===== src/rtl/cfgld_pkg.sv =====
package cfgld_pkg;

    typedef enum logic [3:0] {
        ST_IDLE,
        ST_PROG,
        ST_INIT_WAIT,
        ST_SETTLE,
        ST_FETCH,
        ST_CLK_LO,
        ST_CLK_HI,
        ST_BUSY_WAIT,
        ST_REL_CS,
        ST_DONE_WAIT,
        ST_RB_SEL,
        ST_RB_LO,
        ST_RB_HI,
        ST_RB_END_LO,
        ST_RB_END_HI
    } ld_state_t;

    typedef enum logic [2:0] {
        ERR_NONE         = 3'd0,
        ERR_INIT_ASSERT  = 3'd1,
        ERR_INIT_RELEASE = 3'd2,
        ERR_BUSY         = 3'd3,
        ERR_INIT_FELL    = 3'd4,
        ERR_DONE         = 3'd5
    } ld_err_t;

endpackage


===== src/rtl/cfgld_timer.sv =====
// Phase timer: counts cycles since the last clear, saturating at all ones.
module cfgld_timer #(
    parameter int W = 8
) (
    input  logic         clk,
    input  logic         rst_n,
    input  logic         clr,
    output logic [W-1:0] count
);
    always_ff @(posedge clk or negedge rst_n) begin
        if (!rst_n) begin
            count <= '0;
        end else if (clr) begin
            count <= '0;
        end else if (count != '1) begin
            count <= count + 1'b1;
        end
    end
endmodule


===== src/rtl/cfgld_bytecnt.sv =====
// Remaining-byte counter with zero and one flags.
module cfgld_bytecnt #(
    parameter int W = 16
) (
    input  logic         clk,
    input  logic         rst_n,
    input  logic         load,
    input  logic [W-1:0] load_val,
    input  logic         dec,
    output logic         zero,
    output logic         last
);
    logic [W-1:0] remain;

    always_ff @(posedge clk or negedge rst_n) begin
        if (!rst_n) begin
            remain <= '0;
        end else if (load) begin
            remain <= load_val;
        end else if (dec && remain != '0) begin
            remain <= remain - 1'b1;
        end
    end

    assign zero = (remain == '0);
    assign last = (remain == W'(1));
endmodule


===== src/rtl/fpga_cfg_loader.sv =====
module fpga_cfg_loader
    import cfgld_pkg::*;
#(
    parameter int DATA_W     = 8,
    parameter int CNT_W      = 16,
    parameter int PULSE_CYC  = 30,
    parameter int INIT_TO    = 50_000_000,
    parameter int SETTLE_CYC = 1_000_000,
    parameter int HALF_CYC   = 2,
    parameter int BUSY_TO    = 500_000,
    parameter int DONE_TO    = 20_000_000
) (
    input  logic              clk,
    input  logic              rst_n,
    input  logic              start,
    input  logic              read_mode,
    input  logic [CNT_W-1:0]  byte_count,
    input  logic              busy_chk_en,
    input  logic              s_valid,
    input  logic [DATA_W-1:0] s_data,
    output logic              s_ready,
    output logic              rd_valid,
    output logic [DATA_W-1:0] rd_data,
    output logic              prog_n,
    input  logic              init_n,
    output logic              cs_n,
    output logic              wr_n,
    output logic              cclk,
    output logic [DATA_W-1:0] d_out,
    input  logic [DATA_W-1:0] d_in,
    input  logic              busy,
    input  logic              done,
    output logic              op_done,
    output logic              op_ok,
    output logic [2:0]        err_code
);
    function automatic int cyc_max(input int a, input int b);
        return (a > b) ? a : b;
    endfunction

    localparam int MAX_CYC = cyc_max(cyc_max(cyc_max(INIT_TO, SETTLE_CYC),
                                             cyc_max(BUSY_TO, DONE_TO)),
                                     cyc_max(PULSE_CYC, HALF_CYC));
    localparam int TW = $clog2(MAX_CYC + 1) + 1;

    localparam logic [TW-1:0] T_PULSE  = TW'(PULSE_CYC - 1);
    localparam logic [TW-1:0] T_INIT   = TW'(INIT_TO - 1);
    localparam logic [TW-1:0] T_SETTLE = TW'(SETTLE_CYC - 1);
    localparam logic [TW-1:0] T_HALF   = TW'(HALF_CYC - 1);
    localparam logic [TW-1:0] T_BUSY   = TW'(BUSY_TO - 1);
    localparam logic [TW-1:0] T_DONE   = TW'(DONE_TO - 1);

    ld_state_t      state_q, state_d;
    ld_err_t        err_q, fin_err;
    logic           fin, fin_ok;
    logic [TW-1:0]  tmr;
    logic           half_end, cnt_zero, cnt_last, accept, rb_take, launch;

    assign half_end = (tmr == T_HALF);
    assign launch   = (state_q == ST_IDLE) && start;
    assign s_ready  = (state_q == ST_FETCH) && init_n && !cnt_zero;
    assign accept   = s_ready && s_valid;
    assign rb_take  = (state_q == ST_RB_HI) && half_end;
    assign err_code = err_q;

    cfgld_timer #(.W(TW)) u_timer (
        .clk   (clk),
        .rst_n (rst_n),
        .clr   (state_d != state_q),
        .count (tmr)
    );

    cfgld_bytecnt #(.W(CNT_W)) u_bytes (
        .clk      (clk),
        .rst_n    (rst_n),
        .load     (launch),
        .load_val (byte_count),
        .dec      (accept || rb_take),
        .zero     (cnt_zero),
        .last     (cnt_last)
    );

    // Next state and end-of-run decision
    always_comb begin
        state_d = state_q;
        fin     = 1'b0;
        fin_ok  = 1'b0;
        fin_err = ERR_NONE;
        unique case (state_q)
            ST_IDLE:
                if (start) state_d = read_mode ? ST_RB_SEL : ST_PROG;
            ST_PROG:
                if (tmr >= T_PULSE && !init_n) begin
                    state_d = ST_INIT_WAIT;
                end else if (tmr == T_INIT) begin
                    state_d = ST_IDLE; fin = 1'b1; fin_err = ERR_INIT_ASSERT;
                end
            ST_INIT_WAIT:
                if (init_n) begin
                    state_d = ST_SETTLE;
                end else if (tmr == T_INIT) begin
                    state_d = ST_IDLE; fin = 1'b1; fin_err = ERR_INIT_RELEASE;
                end
            ST_SETTLE:
                if (tmr == T_SETTLE) state_d = ST_FETCH;
            ST_FETCH:
                if (!init_n) begin
                    state_d = ST_IDLE; fin = 1'b1; fin_err = ERR_INIT_FELL;
                end else if (cnt_zero) begin
                    state_d = ST_REL_CS;
                end else if (s_valid) begin
                    state_d = ST_CLK_LO;
                end
            ST_CLK_LO:
                if (half_end) state_d = ST_CLK_HI;
            ST_CLK_HI:
                if (half_end) state_d = busy_chk_en ? ST_BUSY_WAIT : ST_FETCH;
            ST_BUSY_WAIT:
                if (!busy) begin
                    state_d = ST_FETCH;
                end else if (tmr == T_BUSY) begin
                    state_d = ST_IDLE; fin = 1'b1; fin_err = ERR_BUSY;
                end
            ST_REL_CS:
                state_d = ST_DONE_WAIT;
            ST_DONE_WAIT:
                if (done && init_n) begin
                    state_d = ST_IDLE; fin = 1'b1; fin_ok = 1'b1;
                end else if (tmr == T_DONE) begin
                    state_d = ST_IDLE; fin = 1'b1; fin_err = ERR_DONE;
                end
            ST_RB_SEL:
                if (half_end) state_d = cnt_zero ? ST_RB_END_LO : ST_RB_LO;
            ST_RB_LO:
                if (half_end) state_d = ST_RB_HI;
            ST_RB_HI:
                if (half_end) state_d = cnt_last ? ST_RB_END_LO : ST_RB_LO;
            ST_RB_END_LO:
                if (half_end) state_d = ST_RB_END_HI;
            ST_RB_END_HI:
                if (half_end) begin
                    state_d = ST_IDLE; fin = 1'b1; fin_ok = 1'b1;
                end
            default:
                state_d = ST_IDLE;
        endcase
    end

    // State register
    always_ff @(posedge clk or negedge rst_n) begin
        if (!rst_n) state_q <= ST_IDLE;
        else        state_q <= state_d;
    end

    // Device pin levels per state
    always_comb begin
        prog_n = 1'b1;
        cs_n   = 1'b1;
        wr_n   = 1'b1;
        cclk   = 1'b1;
        unique case (state_q)
            ST_PROG:                                  prog_n = 1'b0;
            ST_SETTLE, ST_FETCH, ST_CLK_HI, ST_BUSY_WAIT: begin
                cs_n = 1'b0; wr_n = 1'b0;
            end
            ST_CLK_LO: begin
                cs_n = 1'b0; wr_n = 1'b0; cclk = 1'b0;
            end
            ST_REL_CS:                                wr_n = 1'b0;
            ST_RB_SEL, ST_RB_HI:                      cs_n = 1'b0;
            ST_RB_LO: begin
                cs_n = 1'b0; cclk = 1'b0;
            end
            ST_RB_END_LO:                             cclk = 1'b0;
            default: ;
        endcase
    end

    // Registered data and result outputs
    always_ff @(posedge clk or negedge rst_n) begin
        if (!rst_n) begin
            d_out    <= '0;
            rd_data  <= '0;
            rd_valid <= 1'b0;
            op_done  <= 1'b0;
            op_ok    <= 1'b0;
            err_q    <= ERR_NONE;
        end else begin
            rd_valid <= rb_take;
            op_done  <= fin;
            if (accept)  d_out   <= s_data;
            if (rb_take) rd_data <= d_in;
            if (launch) begin
                op_ok <= 1'b0;
                err_q <= ERR_NONE;
            end else if (fin) begin
                op_ok <= fin_ok;
                err_q <= fin_err;
            end
        end
    end
endmodule


===== config.mk =====
export PLATFORM = sky130hd
export DESIGN_NAME = fpga_cfg_loader
export DESIGN_NICKNAME = d
export VERILOG_FILES = /design/src/rtl/cfgld_pkg.sv /design/src/rtl/cfgld_timer.sv /design/src/rtl/cfgld_bytecnt.sv /design/src/rtl/fpga_cfg_loader.sv
export SDC_FILE = /design/constraint.sdc
export NUM_CORES = 1
export LEC_CHECK = 0
export CORE_MARGIN = 2
export CORE_UTILIZATION = 43
export CTS_CLUSTER_DIAMETER = 120
export DETAILED_ROUTE_END_ITERATION = 10
export DONT_BUFFER_PORTS = 1
export PLACE_DENSITY = 0.61
export SYNTH_ARGS = -nofsm -noshare
export SYNTH_HDL_FRONTEND = slang
export SYNTH_SLANG_ARGS = --single-unit

===== constraint.sdc =====
create_clock -name clk -period 4.9 [get_ports clk]
set_input_delay 0.98 -clock clk [delete_from_list [all_inputs] [get_ports clk]]
set_output_delay 0.98 -clock clk [all_outputs]
set_load 0.005 [all_outputs]

# Word level (Yosys, flattened, before mapping)

Index checks and enable logic that the tools add are counted.

Add/subtract/negate cells: 2
Equal/unequal tests: 22
Mux-type cells: 58
Reductions and logical operators: 20
$lt $le $gt $ge: 1

Operator list:

| kind                                                                | number |
|---|---|
| two-way mux 4 bit                                                   | 20 |
| one-hot mux 4 bit (15 select lines)                                 | 1 |
| two-way mux 27 bit                                                  | 2 |
| two-way mux 16 bit                                                  | 2 |
| == test 4 bit (second input constant)                               | 7 |
| adder 27 x 1 -> 27 bit (second input constant)                      | 1 |
| == test 27 x 1 -> 1 bit (second input constant)                     | 1 |
| == test 27 x 19 -> 1 bit (second input constant)                    | 1 |
| == test 27 x 20 -> 1 bit (second input constant)                    | 1 |
| == test 27 x 25 -> 1 bit (second input constant)                    | 1 |
| == test 27 x 26 -> 1 bit (second input constant)                    | 1 |
| greater-or-equal comparator 27 x 5 -> 1 bit (second input constant) | 1 |
| != test 27 bit (second input constant)                              | 1 |
| two-way mux 3 bit                                                   | 7 |
| two-way mux 1 bit                                                   | 18 |
| == test 16 x 1 -> 1 bit (second input constant)                     | 1 |
| == test 4 x 3 -> 1 bit (second input constant)                      | 4 |
| logical NOT 16 bit                                                  | 1 |
| nonzero test 16 bit                                                 | 1 |
| subtractor 16 x 1 -> 16 bit (second input constant)                 | 1 |
| one-hot mux 3 bit (5 select lines)                                  | 1 |
| two-way mux 2 bit                                                   | 5 |
| == test 4 x 2 -> 1 bit (second input constant)                      | 2 |
| logical AND 1 bit                                                   | 8 |
| 11 further kinds                                                    | 14 |

Output and inout bits: 27
Bits in registers: 69
Logic and storage cells: 112

# Depth between registers and ports, before layout

Depth after elaboration: 8
Depth in mapped cells: 11

# Cells and area by module

Synthesis repeated with hierarchy kept, for this count alone.

Cell total of the unflattened synthesis: 511
Area, all modules: 4596.9 um2

By module, submodules not included:

| module          | times used | cells each | area each (um2) |
|---|---|---|---|
| fpga_cfg_loader | 1          | 211        | 1909.3 |
| cfgld_timer     | 1          | 180        | 1659.1 |
| cfgld_bytecnt   | 1          | 120        | 1028.5 |

# Worst setup path after synthesis

OpenSTA, ideal clock, no wires.

Kind: register to register
Start point: reg u_timer.count[0]
End point: reg u_timer.count[16]
Data required time: 4.781 ns
Arrival: 2.884 ns
Cell stages (with the launch flop): 11
Slack: 1.897 ns
Cell sequence: dfrtp_1 > ha_1 > nand4_2 > or4_4 > nor4_2 > o211ai_1 > or4_4 > mux2_4 > o211ai_4 > buf_8 > nor2_1

Word-level cells in the longest chain between the ends: 6
Elaborated cells on any way between the ends: 29

RTL lines:

| item                                                                      | line                  | source |
|---|---|---|
| start: declaration                                                        | cfgld_timer.sv:8      | `output logic [W-1:0] count` |
| start signal: assignment                                                  | cfgld_timer.sv:16     | `count <= count + 1'b1;` |
| greater-or-equal comparator 27 x 5 -> 1 bit, or another cell as far along | fpga_cfg_loader.sv:93 | `if (tmr >= T_PULSE && !init_n) begin` |
| logical AND 1 bit, or another cell as far along                           | fpga_cfg_loader.sv:93 |  |
| two-way mux 4 bit, on equally long branches                               | -                     |  |
| one-hot mux 4 bit (15 select lines) *                                     | fpga_cfg_loader.sv:89 | `unique case (state_q)` |
| net state_d[1]                                                            | fpga_cfg_loader.sv:53 | `ld_state_t state_q, state_d;` |
| != test 4 bit *                                                           | fpga_cfg_loader.sv:69 | `.clr (state_d != state_q),` |
| two-way mux 27 bit / nonzero test 2 bit (equally long branches)           | -                     |  |

The timed path passes the listed nets; every way through them passes the cells marked *. The select of a mux whose other input is x is not followed.
A chain may end at the register's enable or synchronous reset.

# Worst setup path in the final report

Start point: reg u_timer.count[0]
End point: reg u_timer.count[10]

Word-level cells in the longest chain between the ends: 6
Elaborated cells on any way between the ends: 29

RTL lines:

| item                                                                      | line |
|---|---|
| greater-or-equal comparator 27 x 5 -> 1 bit, or another cell as far along | fpga_cfg_loader.sv:93 |
| logical AND 1 bit, or another cell as far along                           | fpga_cfg_loader.sv:93 |
| two-way mux 4 bit, on equally long branches                               | - |
| one-hot mux 4 bit (15 select lines)                                       | fpga_cfg_loader.sv:89 |
| != test 4 bit                                                             | fpga_cfg_loader.sv:69 |
| two-way mux 27 bit / nonzero test 2 bit (equally long branches)           | - |

Parallel ways exist; a longest one is shown, timed or not. The select of a mux whose other input is x is not followed.

==> flow_summary.ini <==
[logic_synthesis]
ys_seq_area_frac = 0.421
synth-seq-cells = 69
avgSynthCellArea_um2 = 9.12
ys.flop_type = dfrtp_1
ys_types = 52
netlist_area_um2 = 4110
synth_cells = 450
async_flop_share = 1.00
synth_nets = 495
synth_edf_count = 0
yosys_warnings = 0

[sta]
worstMarginPinSlew_ps = 745
period_needed_ps = 3480
slew_violations = 0
max_freq_ghz = 0.287
setup-violations-final = 0
slew-limit-headroom = 0.499
hold_viol_final = 0
rsz0062_at_grt = false
post-route-period-util = 0.710
holdWs_ps = 319
fin_setup_tns_ps = 0
finClkSkew_ps = 14.2

[final_layout]
design_area_um2 = 4400
final_util = 0.477
syn_to_final_growth_pct = 7.28
final_common_cell = dfrtp_1
ff_latch_area_um2 = 1730
fin_nets = 485
diodes = 0
multi_input_area_um2 = 2240
fillers = 906
mostFrequentLayoutCells = 69 x dfrtp_1, 67 x nor2_1, 29 x nand3_1
drive_above_1_share = 0.106

[clock_network]
cts.clk_slew.worst_paths_ps = 80
htreeDepth = 3
cts_hold_buffers = 0
clock-sinks = 69
max-clock-path-buffers = 2
cts_resized = 0
cts-buffers-inserted = 9
postCtsSetupRepairBufs = 0
cts_root_buf = clkbuf_8
insertion_delay_ps = 360
cts_tree = done

[setup_path]
r2r-start = u_timer.count[0]
startpoint_type = flip-flop
crit_type = reg -> reg
arrival_ps = 3690
cp_max_fo = 27
regToRegSetupSlack_ps = 1420
ff2ff_path_depth = 9
critical_path_required_ps = 5110
r2r_end = u_timer.count[10]
setup.worst_path.end_class = flip-flop

[detailed_routing]
num_vias = 3292
drt_iter0_markers = 171
drt_wl_total_um = 9210
route.detailed.drc = 0
vias_per_cell = 5.74
wire_per_inst_um = 16.0
first_pass_iters = 5
ant_nets = 0

[grt]
use_met1 = 0.266
grt_max_degree = 70
grt_pass1_vias = 3087
busiest_layer = met2
grt.overflow.total = 0
antenna_found_initial = 0
grt_pass1_wl_um = 15400
use_met3 = 0.0545
grt_usage = 0.190
grt_use_met2 = 0.276

[floorplanning]
initial_core_util = 0.444
io_pins = 68
die_x_um = 102
design.core.area_um2 = 9240
die-area_um2 = 10300
die_h_um = 102
num_rows = 35

[pwr]
p_leak_nw = 1.78
powerDensity_nw_per_um2 = 465
power_mw = 2.05
vdd_ir_drop_max_mv = 0.191

[placed_design]
gp_congestion = 0.919
port_buffers = 0
hpwl_um = 6550
place_area_um2 = 4170

[min_path]
hold_path_class = in -> async

[flow_run]
maxCapViolCount = 0

[status]
status = finished, final reports clean
==> critical path: stages, from the launching register on <==
cell and delay, ps:
dfrtp_1 470, ha_1 270, nand4_2 180, or4_4 490, nor4_2 320, o211ai_1 160
nor4_1 430, a21boi_0 250, o211ai_4 630, nor2_1 120
==> report_power, final <==
part           total [mW]  internal (mW)  switching, mW
combinational       0.628          0.278          0.350
sequential          0.880          0.694          0.185
clock               0.540          0.305          0.235
==> how the worst max path moves through the flow <==
stage | start | to | slack (ps) | depth (start not counted)
2_1_floorplan | u_timer.count[0] | u_timer.count[16] | 1900 | 10
3_3_place_gp | u_timer.count[0] | u_timer.count[1] | 1530 | 9
3_5_place_dp | u_timer.count[0] | u_timer.count[3] | 1420 | 9
4_1_cts | u_timer.count[0] | u_timer.count[10] | 1390 | 9
5_1_grt | u_timer.count[0] | u_timer.count[11] | 1130 | 9
6_report | u_timer.count[0] | u_timer.count[10] | 1420 | 9
==> metal layers <==
| metal | wire length (µm) | part of all wire |
|---|---|---|
| met5 | 0 | 0 |
| met4 | 175 | 0.019 |
| met3 | 725 | 0.079 |
| met2 | 4070 | 0.44 |
| met1 | 4230 | 0.46 |
==> cells in the mapped netlist, types with 4 or more instances <==
| master | instances | area share |
|---|---|---|
| or3_1 | 8 | 0.012 |
| nor3_1 | 11 | 0.013 |
| xnor2_1 | 15 | 0.032 |
| nor2_1 | 67 | 0.061 |
| nand4_1 | 10 | 0.015 |
| nand2b_1 | 6 | 0.0091 |
| and4_1 | 5 | 0.011 |
| nor2b_1 | 9 | 0.014 |
| nand3_1 | 29 | 0.035 |
| xor2_1 | 24 | 0.051 |
| and3_1 | 12 | 0.018 |
| ha_1 | 4 | 0.012 |
| clkbuf_1 | 20 | 0.018 |
| a211oi_1 | 4 | 0.0073 |
| dfrtp_1 | 69 | 0.42 |
| mux2_2 | 17 | 0.047 |
| a21oi_1 | 26 | 0.032 |
| nor4b_1 | 7 | 0.015 |
| nor4_1 | 8 | 0.012 |
| o21ai_0 | 11 | 0.013 |
| inv_1 | 8 | 0.0073 |
| nand2_1 | 26 | 0.024 |
| or4_1 | 5 | 0.0091 |
==> final cells by class <==
type / instances / area share
clock buffer: 10 / 0.0313
clock inverter: 6 / 0.0216
inverter: 8 / 0.00682
multi-input combinational: 350 / 0.508
sequential: 69 / 0.392
tap: 129 / 0.0366
timing repair buffer: 2 / 0.00341
==> registers in the layout, indices dropped and copies added (netlist names) <==
signal          count
op_ok               1
err_code            3
rd_data             8
u_bytes.remain     16
rd_valid            1
state_q             4
d_out               8
u_timer.count      27
op_done             1
==> stage by stage <==
stage,cells,setup WS [ps]
after global placement,558,1530
after detailed placement,558,1420
after CTS,574,1390
after floorplan,450,1900
final,574,1420
after global routing,574,1130
==> kinds of logic (layout without fill, tap and decap cells) <==
family,count (synthesis),count (layout),share of synthesized area
compound gates,66,66,0.103
xor+xnor,39,39,0.0832
fa+ha+maj,4,4,0.0122
buf+inv,31,26,0.0341
flops,69,69,0.421
mux,18,18,0.0503
simple gates,223,223,0.296
No activity file was read; power rests on OpenSTA's default activity.
